`src/rtl/irq_arb_pkg.sv`:
```
package irq_arb_pkg;
  localparam int LVL_W   = 3;
  localparam int NUM_LVL = (1 << LVL_W) - 1;
  localparam int ARBH_W  = 3;
  localparam int ARB_W   = ARBH_W + 1;
  localparam int IDX_W   = 6;
  localparam int VECH_W  = 2;
  localparam int VEC_W   = VECH_W + IDX_W;

  typedef struct packed {
    logic [ARBH_W-1:0] arb_hi;
    logic [VECH_W-1:0] vec_hi;
  } arb_cfg_t;
endpackage

```
`src/rtl/irq_line_encoder.sv`:
```
module irq_line_encoder
  import irq_arb_pkg::*;
#(
  parameter int          NUM_SRC = 13,
  parameter logic [NUM_SRC-1:0] CAN_REQ = 13'h1FFC
) (
  input  logic                       clk,
  input  logic                       rst,
  input  logic [NUM_SRC-1:0]         pend,
  input  logic [NUM_SRC*LVL_W-1:0]   level_flat,
  output logic [NUM_LVL-1:0]         lines_q
);
  logic [NUM_LVL-1:0] lines_d;

  for (genvar k = 0; k < NUM_LVL; k++) begin : g_line
    always_comb begin
      lines_d[k] = 1'b0;
      for (int i = 0; i < NUM_SRC; i++) begin
        if (CAN_REQ[i] && pend[i] &&
            level_flat[i*LVL_W +: LVL_W] == LVL_W'(k + 1))
          lines_d[k] = 1'b1;
      end
    end
  end

  always_ff @(posedge clk) begin
    if (rst) lines_q <= '0;
    else     lines_q <= lines_d;
  end

  AST_LINE_NEEDS_PEND: assert property (@(posedge clk) disable iff (rst)
    (lines_q != '0) |-> ($past(pend & CAN_REQ) != '0));
endmodule

```
`src/rtl/irq_match_prio.sv`:
```
module irq_match_prio
  import irq_arb_pkg::*;
#(
  parameter int          NUM_SRC = 13,
  parameter logic [NUM_SRC-1:0] CAN_REQ = 13'h1FFC
) (
  input  logic [NUM_SRC-1:0]       pend,
  input  logic [NUM_SRC*LVL_W-1:0] level_flat,
  input  logic [NUM_SRC-1:0]       arb_bit,
  input  logic [ARBH_W-1:0]        arb_hi,
  input  logic [LVL_W-1:0]         ack_level,
  input  logic [ARB_W-1:0]         ack_arb,
  output logic                     found,
  output logic [IDX_W-1:0]         win_idx,
  output logic [NUM_SRC-1:0]       win_onehot
);
  logic [NUM_SRC-1:0] match;

  for (genvar i = 0; i < NUM_SRC; i++) begin : g_match
    if (CAN_REQ[i]) begin : g_on
      logic [LVL_W-1:0] lv;
      assign lv = level_flat[i*LVL_W +: LVL_W];
      assign match[i] = pend[i] && (lv != '0) && (lv == ack_level) &&
                        (arb_hi != '0) && (ack_arb == {arb_hi, arb_bit[i]});
    end else begin : g_off
      assign match[i] = 1'b0;
    end
  end

  always_comb begin
    found      = 1'b0;
    win_idx    = '0;
    win_onehot = '0;
    for (int i = NUM_SRC - 1; i >= 0; i--) begin
      if (match[i]) begin
        found         = 1'b1;
        win_idx       = IDX_W'(i);
        win_onehot    = '0;
        win_onehot[i] = 1'b1;
      end
    end
  end
endmodule

```
`src/rtl/irq_level_arbiter.sv`:
```
module irq_level_arbiter
  import irq_arb_pkg::*;
#(
  parameter int          NUM_SRC = 13,
  parameter logic [NUM_SRC-1:0] CAN_REQ = 13'h1FFC
) (
  input  logic                       clk,
  input  logic                       rst,
  input  logic [NUM_SRC-1:0]         src_pend,
  input  logic [NUM_SRC*LVL_W-1:0]   src_level,
  input  logic [NUM_SRC-1:0]         src_arb,
  input  logic                       cfg_we,
  input  logic [ARBH_W-1:0]          cfg_arb_hi,
  input  logic [VECH_W-1:0]          cfg_vec_hi,
  input  logic                       iack_valid,
  input  logic [LVL_W-1:0]           iack_level,
  input  logic [ARB_W-1:0]           iack_arb,
  output logic [NUM_LVL-1:0]         irq_lines,
  output logic                       iack_hit,
  output logic [VEC_W-1:0]           iack_vector,
  output logic [NUM_SRC-1:0]         src_ack
);
  arb_cfg_t           cfg_q;
  logic               found;
  logic [IDX_W-1:0]   win_idx;
  logic [NUM_SRC-1:0] win_oh;
  logic               take;

  always_ff @(posedge clk) begin
    if (rst)         cfg_q <= '0;
    else if (cfg_we) cfg_q <= '{arb_hi: cfg_arb_hi, vec_hi: cfg_vec_hi};
  end

  irq_line_encoder #(.NUM_SRC(NUM_SRC), .CAN_REQ(CAN_REQ)) u_lines (
    .clk(clk), .rst(rst), .pend(src_pend), .level_flat(src_level),
    .lines_q(irq_lines)
  );

  irq_match_prio #(.NUM_SRC(NUM_SRC), .CAN_REQ(CAN_REQ)) u_prio (
    .pend(src_pend), .level_flat(src_level), .arb_bit(src_arb),
    .arb_hi(cfg_q.arb_hi), .ack_level(iack_level), .ack_arb(iack_arb),
    .found(found), .win_idx(win_idx), .win_onehot(win_oh)
  );

  assign take = iack_valid && found;

  always_ff @(posedge clk) begin
    if (rst || !take) begin
      iack_hit    <= 1'b0;
      iack_vector <= '0;
      src_ack     <= '0;
    end else begin
      iack_hit    <= 1'b1;
      iack_vector <= {cfg_q.vec_hi, win_idx};
      src_ack     <= win_oh;
    end
  end

  AST_ACK_ONEHOT: assert property (@(posedge clk) disable iff (rst)
    $onehot0(src_ack));
  AST_HIT_HAS_ACK: assert property (@(posedge clk) disable iff (rst)
    iack_hit |-> ($countones(src_ack) == 1));
  AST_HIT_NEEDS_STROBE: assert property (@(posedge clk) disable iff (rst)
    !iack_valid |=> !iack_hit);
  AST_ZERO_ARB_NO_HIT: assert property (@(posedge clk) disable iff (rst)
    (cfg_q.arb_hi == '0) |=> !iack_hit);
  AST_VEC_UPPER: assert property (@(posedge clk) disable iff (rst)
    (iack_hit && !$past(cfg_we)) |-> (iack_vector[VEC_W-1:IDX_W] == cfg_q.vec_hi));
  AST_ACK_PENDING: assert property (@(posedge clk) disable iff (rst)
    iack_hit |-> (($past(src_pend) & src_ack) != '0));
endmodule

```
`config.mk`:
```
export PLATFORM = sky130hd
export DESIGN_NAME = irq_level_arbiter
export DESIGN_NICKNAME = d
export VERILOG_FILES = /design/src/rtl/irq_arb_pkg.sv /design/src/rtl/irq_line_encoder.sv /design/src/rtl/irq_match_prio.sv /design/src/rtl/irq_level_arbiter.sv
export SDC_FILE = /design/constraint.sdc
export NUM_CORES = 1
export LEC_CHECK = 0
export ABC_CLOCK_PERIOD_IN_PS = 4850
export CORE_MARGIN = 2
export CORE_UTILIZATION = 61
export DETAILED_ROUTE_END_ITERATION = 8
export DONT_BUFFER_PORTS = 1
export PLACE_DENSITY = 0.77
export SLEW_MARGIN = 20
export SYNTH_ARGS = -nofsm -noshare
export SYNTH_HDL_FRONTEND = slang
export SYNTH_SLANG_ARGS = --single-unit
export TNS_END_PERCENT = 100
```
`constraint.sdc`:
```
create_clock -name clk -period 4.85 [get_ports clk]
set_input_delay 0.485 -clock clk [delete_from_list [all_inputs] [get_ports clk]]
set_output_delay 0.485 -clock clk [all_outputs]
set_load 0.03 [all_outputs]
```
**Word level (Yosys, flattened, before mapping)**

Index checks and enable logic that the tools add are counted.

- Bits in registers: 34
- Bits of input ports: 81
- Output and inout port bits: 29
- Word-level logic and storage cells: 376

- Equality and inequality tests: 99
- Muxes and demuxes: 111
- Reduce and logical (&&, ||, !) cells: 146

Operator list:

| cell | number |
|---|---|
| $eq 3x3->1 const B | 44 |
| $logic_and 1x1->1 | 122 |
| $mux 1 | 89 |
| $eq 3x2->1 const B | 22 |
| $eq 4x4->1 | 11 |
| $reduce_bool 3->1 | 12 |
| $eq 3x1->1 const B | 11 |
| $eq 3x3->1 | 11 |
| $mux 4 | 6 |
| $mux 3 | 5 |
| $mux 13 | 1 |
| $mux 12 | 1 |
| $mux 11 | 1 |
| $reduce_or 11->1 | 1 |
| $mux 10 | 1 |
| $reduce_or 10->1 | 1 |
| $mux 9 | 1 |
| $reduce_or 9->1 | 1 |
| $mux 8 | 1 |
| $reduce_or 8->1 | 1 |
| $mux 7 | 1 |
| $reduce_or 7->1 | 1 |
| $mux 6 | 1 |
| $reduce_or 6->1 | 1 |
| other kinds (8) | 9 |

**Logic depth before layout (Yosys ltp)**

Gate-level depths: netlist (run 1).

- Word-level depth: 20
- Gate-level depth with buffers: 9
- Depth with buffers taken out: 7

**Modules after synthesis**

From an unflattened synthesis (run 1), not the netlist that was laid out.

- Cells, all modules: 314
- Area total of the unflattened synthesis: 2,874.0 um^2

By module, submodules not included:

| module | times used | cells each | area an instance (um^2) | sequential area each (um^2) |
|---|---|---|---|---|
| irq_match_prio | 1 | 138 | 1,024.7 | 0.0 |
| irq_line_encoder | 1 | 114 | 1,021.0 | 140.1 |
| irq_level_arbiter | 1 | 62 | 828.3 | 540.5 |

**Worst setup path after synthesis (run 1)**

OpenSTA, ideal clock, no wires.

- Path type: input port to flip-flop
- Start: input port iack_arb[2]
- End: register src_ack[6]
- Setup time: 73 ps
- Arrival: 2,178 ps
- Data required time: 4,777 ps
- Setup slack: 2,599 ps
- Cell stages on the path: 7
- Buffers on the path: 0
- Path through: xor2_1 -> or4_4 -> a211oi_2 -> a2111oi_2 -> a41oi_4 -> nand2_4 -> nor3b_2

- Cells in the longest elaborated chain, start to end: 17
- Elaborated cells on any way between the ends: 43
- Classes of those cells: eq/ne (11); mux (17); reduce/logical (15)

Ends and longest elaborated chain:

| item | line | RTL |
|---|---|---|
| start: declaration | irq_level_arbiter.sv:17 | `input logic [ARB_W-1:0] iack_arb,` |
| $eq 4x4->1 | irq_match_prio.sv:24 | `(arb_hi != '0) && (ack_arb == {arb_hi, arb_bit[i]});` |
| $logic_and 1x1->1 | irq_match_prio.sv:24 |  |
| $mux 1 (11 in a row) | irq_match_prio.sv:35 | `if (match[i]) begin` |
| $logic_and 1x1->1 | irq_level_arbiter.sv:45 | `assign take = iack_valid && found;` |
| $logic_not 1->1 | irq_level_arbiter.sv:48 | `if (rst \|\| !take) begin` |
| $logic_or 1x1->1 | irq_level_arbiter.sv:48 |  |
| $reduce_or 5->1 (no line) | n/a |  |
| end signal: assignment | irq_level_arbiter.sv:55 | `src_ack <= win_oh;` |
| end: declaration | irq_level_arbiter.sv:21 | `output logic [NUM_SRC-1:0] src_ack` |

Several ways; a longest one is shown, not always the timed one.
A chain may end at the register's enable or synchronous reset.

**Worst setup path in the final report (run 1)**

- Start: register cfg_q[4] (netlist name)
- End: register src_ack[8]

- Cells in the longest elaborated chain, start to end: 18
- Elaborated cells on any way between the ends: 53
- Classes of those cells: eq/ne (11); mux (15); reduce/logical (27)

Ends and longest elaborated chain:

| item | line | RTL |
|---|---|---|
| start: declaration | irq_level_arbiter.sv:23 | `arb_cfg_t cfg_q;` |
| start signal: assignment | irq_level_arbiter.sv:31 | `else if (cfg_we) cfg_q <= '{arb_hi: cfg_arb_hi, vec_hi: cfg_vec_hi};` |
| $reduce_bool 3->1 | irq_match_prio.sv:24 |  |
| $logic_and 1x1->1 | irq_match_prio.sv:23 | `assign match[i] = pend[i] && (lv != '0) && (lv == ack_level) &&` |
| $logic_and 1x1->1 | irq_match_prio.sv:24 |  |
| $mux 1 (11 in a row) | irq_match_prio.sv:35 |  |
| $logic_and 1x1->1 | irq_level_arbiter.sv:45 |  |
| $logic_not 1->1 | irq_level_arbiter.sv:48 |  |
| $logic_or 1x1->1 | irq_level_arbiter.sv:48 |  |
| $reduce_or 7->1 (no line) | n/a |  |

Several ways; a longest one is shown, not always the timed one.

==> summary.md, run 1 <==
| Metric | Value |
|---|---|
| Status | `finished, final reports clean` |
| RSZ-0062 raised after global routing | `no` |
| Reg2Reg Capture Point | `src_ack[8]` |
| Vias in the first global route | `2130` |
| TritonCTS clock tree | `built` |
| Latest clock arrival within the worst-skew pair | `290 ps` |
| Data required, critical path | `5020 ps` |
| Setup slack at placement | `2330 ps` |
| Max-cap violations | `0` |
| Vias | `2477` |
| Power share of the sequential group | `46.7%` |
| Initial Util | `62.8%` |
| DR vias/cell | `6.84` |
| Slew Limit Fails | `0` |
| Pint | `about 0.42 mW` |
| Clk pwr share | `36.0%` |
| Total grt overflow | `0` |
| R2R Setup Slk | `2430 ps` |
| Setup TNS | `0 ps` |
| Post CTS Setup Buffer Count | `0` |
| CP delay by family, top | `simple AND/OR/NAND/NOR gates` |
| Top cell type's share of synthesized area | `22.3%` |
| DR pass1 iterations | `5` |
| Clock Skews | `~8.9 ps` |
| Max Root-Sink Buffers | `2` |
| Initial DRC Count | `278` |
| Total GRT Usage | `28.4%` |
| Root Driver | `clkbuf_8` |
| Top Ports | `110` |
| Largest net degree at the start of global routing | `23` |
| CP max-delay cell | `a2111oi_2` |
| Most instantiated cells after synthesis | `dfxtp_1, nor2_1, nand4b_1, xnor2_1, nand2_1` |
| Slew @ Worst Pin | `between 700 and 800 ps` |
| RR Startpoint | `cfg_q[4]` |
| Final hold vios | `0` |
| TritonCTS buffer count | `5` |
| Routed WL per cell | `between 15 and 20 um` |
| Htree depth | `2` |
| P&R area growth vs syn | `-2.46%` |
| Main area contributors after synthesis | `dfxtp_1, nand4b_1, xnor2_1` |
| Yosys top cell by area | `dfxtp_1` |
| Die W | `70.5 um` |
| Die ar. | `4970 um2` |
| FP Rows | `24` |
| Number of clock sinks | `30` |
| Share of cells above drive strength 1 | `9.03%` |
| Total wire length | `approximately 7100 um` |
| YS warnings | `0` |
| HPWL after DPL | `5580 um` |
| Synth Area per Inst | `7.96 um2` |
| Gpl congestion | `roughly 0.93` |
| Max Fclk | `414 MHz` |
| Power per standard cell area | `221 nW/um2` |
| Worst path cell trace | `nor3_1 > or4_4 > a211oi_2 > a2111oi_2 > nand4b_1 > nor4_1` |
| Fillcell total | `396` |
| Core area | `between 4000 and 5000 um2` |
| # nets final | `390` |
| Switching pwr | `0.158 mW` |
| Worst-path clk slew | `70 ps` |
| First-pass GRT wire length | `approximately 11000 um` |
| P_leak | `0.793 nW` |
| Tcrit/Tclk final | `49.8%` |
| Port Buf Inserts | `0` |
| CP Launch Type | `flip-flop` |
| Hold Crit Start | `rst` |
| Peak VDD IR | `0.107 mV` |
| Post-cts resize count | `0` |
| Buf/Inv on CP | `0` |
| EDFF count, synth | `0` |
| Number of hold buffers added after CTS | `0` |
| Worst Hold Depth | `1` |
| Reg2reg path depth | `6` |
| Min cycle time layout | `2420 ps` |
| Register area share after synthesis | `22.3%` |
| Critical Path Fanout Max | `6` |
| Arr. time, crit path | `2590 ps` |
| Final WS setup | `2430 ps` |
| Comb pwr share | `roughly 17%` |
| DRC | `0` |
| Slew margin rel. | `about 48%` |
| Primary FF master, synth | `dfxtp_1` |
| Syn Std Cell Area | `2700 um2` |
| Worst Setup End Kind | `flip-flop` |
| Final setup vio count | `0` |
| Post-synth ARST share | `0%` |
| Mapped Cells | `339` |
| # diodes | `0` |
| Initial antenna violation count | `0` |
| Switch share | `27.1%` |
| Slowest cell delay on critical path | `640 ps` |
| Min-Delay Endpoint | `u_lines.lines_q[1]` |
| Hold WC Path Type | `in2reg` |
| CP Class | `reg2reg` |
| Post-route ant nets | `0` |
| #FFs+latches synth | `30` |
| Synth cell types | `between 50 and 60` |
| Die height | `70.5 um` |
worst register-to-register path, stage by stage (launching register included):
cell and delay [ps]:
dfxtp_1 330, nor3_1 310, or4_4 260, a211oi_2 100, a2111oi_2 640, nand4b_1 370, nor4_1 290
kinds of logic after synthesis:
logic type             after synthesis  share of synthesized area (%)
AND/OR/NAND/NOR                    181                           42.4
AO/OA/AOI/OAI                       45                           12.7
buffers and inverters               41                           8.95
flip-flops                          30                           22.3
multiplexers                         5                           1.86
XOR/XNOR                            36                           11.7
other                                1                          0.139
how the worst max path moves through the flow:
stage | startpoint | endpoint | slack, ps | depth (start not counted)
floorplan | iack_arb[2] | src_ack[6] | 2600 | 7
global placement | iack_arb[2] | src_ack[6] | 2330 | 7
detailed placement | iack_arb[2] | src_ack[6] | 2330 | 7
CTS | cfg_q[3] | src_ack[6] | 2450 | 7
global route | cfg_q[4] | src_ack[8] | 2300 | 6
finish | cfg_q[4] | src_ack[8] | 2430 | 6
placed cells by master (no fill, tap or decap), drive strengths merged, types with 3 or more instances in the layout:
master and instances:
a211oi 4, a21oi 7, a31oi 6, a41oi 5, and2 3, clkbuf 6, conb 4, dfxtp 30
mux2i 5, nand2 29, nand2b 7, nand4 25, nand4b 29, nor2 30, nor3 15, nor3b 11
nor4 8, nor4bb 12, o21ai 14, or3 3, xnor2 29, xor2 7
registers in the layout (all words and copies together), names as in the netlist:
register / count
cfg_q: 5
iack_hit: 1
u_lines.lines_q: 7
iack_vector: 6
src_ack: 11
per-stage QoR:
stage                     util (%)  hold slack [ps]  cells  total power [mW]  cell area [um2]
after floorplan                  -              444    342             0.404             2710
after global placement        59.1              453    354             0.376             2540
after detailed placement      59.1              475    354             0.378             2540
after CTS                     61.3              257    362             0.586             2630
after global routing          61.3              256    362             0.608             2630
final                         61.3              263    362             0.582             2630
power by group through the flow:
stage | Combinational [mW] | Sequential [mW] | Clock, mW
after floorplan | 0.128 | 0.276 | 0
after global placement | 0.0986 | 0.277 | 0
after detailed placement | 0.101 | 0.277 | 0
after CTS | 0.101 | 0.272 | 0.213
after global routing | 0.112 | 0.272 | 0.224
final | 0.101 | 0.272 | 0.209
layer usage:
layer	up-vias	GRT usage, %	part of all wire, %	wire (um)
met2	121	46.5	48	3430
met1	1158	35.9	39	2790
met4	0	10.0	2.2	159
met3	12	7.65	11	765
met5	-	0	0	0
li1	1186	-	-	-
layout make-up:
cell class              instances  area, um2  area share (%)
clock buffers                   6       82.6            3.14
clock inverters                 2       12.5           0.476
inverters                       1       3.75           0.143
multi-input cells             271       1870            70.9
flip-flops and latches         30        601            22.8
well taps                      52       65.1            2.47
(Power assumes the default switching activity.)
==> run 2: changes to the inputs <==
--- a/config.mk
+++ b/config.mk
@@ -5,7 +5,8 @@
 export SDC_FILE = /design/constraint.sdc
 export NUM_CORES = 1
 export LEC_CHECK = 0
-export ABC_CLOCK_PERIOD_IN_PS = 4850
+export ABC_AREA = 1
+export ABC_CLOCK_PERIOD_IN_PS = 2450
 export CORE_MARGIN = 2
 export CORE_UTILIZATION = 61
 export DETAILED_ROUTE_END_ITERATION = 8
==> constraint.sdc (replaced) <==
create_clock -name clk -period 2.45 [get_ports clk]
set_input_delay 0.245 -clock clk [delete_from_list [all_inputs] [get_ports clk]]
set_output_delay 0.245 -clock clk [all_outputs]
set_load 0.03 [all_outputs]
==> run 2 against run 1 <==
Combinational power grew to 3.2 times the previous value; wire length grew 23%; via count grew 36%; synthesized area grew 5.1%; sequential share of layout area shrank 2.3 points; global-route usage grew 5.7 points; clock power grew 98%; utilization grew 4.9 points; design area grew 11%; cell count grew 60%; critical path type unchanged; critical endpoint is now src_ack[9]; largest power group unchanged; highest routed layer unchanged.
==> summary.md, run 2 <==
| Metric | Value |
|---|---|
| Status | `finished, final reports clean` |
| Primary FF master, synth | `dfxtp_1` |
| Clock Skews | `9.88 ps` |
| Data required, critical path | `2630 ps` |
| Min cycle time layout | `~1800 ps` |
| Worst-path clk slew | `approximately 60 ps` |
| # nets final | `608` |
| Syn Std Cell Area | `2840 um2` |
| P_leak | `1.63 nW` |
| Number of hold buffers added after CTS | `0` |
| Total grt overflow | `0` |
| DR pass1 iterations | `5` |
| Overall Power | `1.28 mW` |
| Final hold vios | `0` |
| DR vias/cell | `~5.8` |
| Routed wl met2 | `3740 um` |
| Tcrit/Tclk final | `72.8%` |
| Die height | `a little over 70 um` |
| Routed WL per cell | `15.2 um` |
| Root Driver | `clkbuf_8` |
| Port Buf Inserts | `0` |
| Initial Util | `about 64%` |
| Number of clock sinks | `30` |
| Slew margin rel. | `60.3%` |
| P&R area growth vs syn | `3.09%` |
| Max-cap violations | `0` |
| Post-route ant nets | `0` |
| Max Fclk | `561 MHz` |
| Largest regs | `src_ack x11, u_lines.lines_q x7, iack_vector x6` |
| Most common cell after layout, fill and taps aside | `nand2_1` |
| First-pass GRT wire length | `13700 um` |
| Top-count cell post-synth | `nand2_1` |
| Max FFs per register | `11` |
| Routed length on met3 | `1130 um` |
| Main area contributors after synthesis | `nand2_1, dfxtp_1, nor2_1` |
| CP Class | `reg2reg` |
| Initial antenna violation count | `0` |
| Setup slack at placement | `711 ps` |
| Total wire length | `8790 um` |
| Synth Area per Inst | `5.37 um2` |
| Post-cts resize count | `0` |
| Gpl congestion | `1.03` |
| Vias | `3373` |
| CP Launch Type | `flip-flop` |
| Setup TNS | `0 ps` |
| Largest net degree at the start of global routing | `19` |
| WL met1 | `3740 um` |
| Post CTS Setup Buffer Count | `0` |
| Latest clock arrival within the worst-skew pair | `290 ps` |
| Register area share after synthesis | `a little over a fifth` |
| Peak VDD IR | `0.276 mV` |
| Core area | `~4400 um2` |
| TritonCTS buffer count | `5` |
| EDFF count, synth | `0` |
| Total GRT Usage | `34.0%` |
| Yosys top cell by area | `nand2_1` |
| # diodes | `0` |
| Worst path cell trace | `inv_1 > nand2_1 > nand2_1 > nand2_1 > nand2_1 > nor2_1 > nand2_2 > nand3_2 > nor2_4 > nand2_4 > nand2_4 > inv_4 > nand2_2 > nor2_1` |
| Initial DRC Count | `440` |
| Slew Limit Fails | `0` |
| Max Root-Sink Buffers | `2` |
| Hold WC Path Type | `in2reg` |
| #FFs+latches synth | `30` |
| Post-synth ARST share | `0%` |
| YS warnings | `0` |
| Slowest cell delay on critical path | `310 ps` |
| Critical Path Fanout Max | `6` |
| Most frequent cells in the layout | `nand2_1, nor2_1, inv_1` |
| Die ar. | `5210 um2` |
| Vias in the first global route | `3059` |
| RSZ-0062 raised after global routing | `no` |
| Die W | `~72 um` |
| Arr. time, crit path | `1960 ps` |
| CP max-delay cell | `dfxtp_1` |
| FP Rows | `24` |
| DRC | `0` |
| Mapped Cells | `528` |
| Most used cell, CP | `nand2_1` |
| Top Ports | `110` |
| Htree depth | `2` |
| Share of cells above drive strength 1 | `6.06%` |
| Power per standard cell area | `~440 nW/um2` |
| Worst Setup End Kind | `flip-flop` |
| Slew @ Worst Pin | `593 ps` |
| TritonCTS clock tree | `built` |
| Register with the most flip-flops | `src_ack` |
| Final WS setup | `667 ps` |
| Highest routed layer | `met4` |
| HPWL after DPL | `around 7000 um` |
| Top cell type's share of synthesized area | `25.8%` |
| Most instantiated cells after synthesis | `nand2_1, nor2_1, inv_1` |
| Final setup vio count | `0` |
| Synth cell types | `34` |
-- run 2: cell count changes in the layout (fill, tap and decap cells not counted), moves of 16 or more --
cell,change
inv_1,+76
nand2_1,+167
nand4_1,-16
nand4b_1,-29
nor2_1,+55
o22ai_1,+23
xnor2_1,-26
-- run 2: critical path, delay by kind of cell (launching register included) --
| kind | cells | cell delay (ps) |
|---|---|---|
| buffers and inverters | 2 | 140 |
| DFF | 1 | 310 |
| and+or+nand+nor | 12 | 1210 |
-- run 2: cells by family after synthesis --
logic type                share of synthesized area, %
AOI/OAI and AO/OA                                 13.8
xor gates and xnor gates                          1.85
buffers and inverters                             14.0
DFF                                               21.2
other                                            0.132
and+or+nand+nor                                   49.0
-- run 2: layout make-up --
| type | count | area, um2 |
|---|---|---|
| well taps | 52 | 65.1 |
| fillers | 461 | 1490 |
| clock buffers | 6 | 82.6 |
| clock inverters | 2 | 12.5 |
| inverters | 83 | 314 |
| flip-flops and latches | 30 | 601 |
| multi-input cells | 407 | 1850 |
-- run 2: worst paths after layout --
check	startpoint	end	slack, ps	cells past startpoint
setup / recovery	cfg_q[3]	src_ack[9]	670	14
setup reg to reg	cfg_q[3]	src_ack[9]	670	14
hold reg to reg	cfg_q[0]	iack_vector[6]	440	2
hold / removal	rst	u_lines.lines_q[6]	40	1
-- run 2: where the power goes --
| group | total, mW | leakage (nW) | switching, mW | internal [mW] |
|---|---|---|---|---|
| registers | 0.540 | 0.245 | 0.0331 | 0.507 |
| clock network | 0.413 | 0.0472 | 0.188 | 0.225 |
| logic | 0.328 | 1.34 | 0.221 | 0.107 |
-- run 2: through the flow --
step	hold slack, ps	instances	instance area [um2]	util (%)
2_1_floorplan	314	531	2850	-
3_3_place_gp	330	572	2830	64.1
3_5_place_dp	335	572	2830	64.1
4_1_cts	41.9	580	2920	66.2
5_1_grt	34.5	580	2920	66.2
6_report	42.7	580	2920	66.2
-- run 2: per-layer routing --
layer	global-route usage, %	vias up
li1	-	1642
met2	55.5	209
met5	0	-
met1	44.6	1498
met4	7.97	0
met3	9.72	24
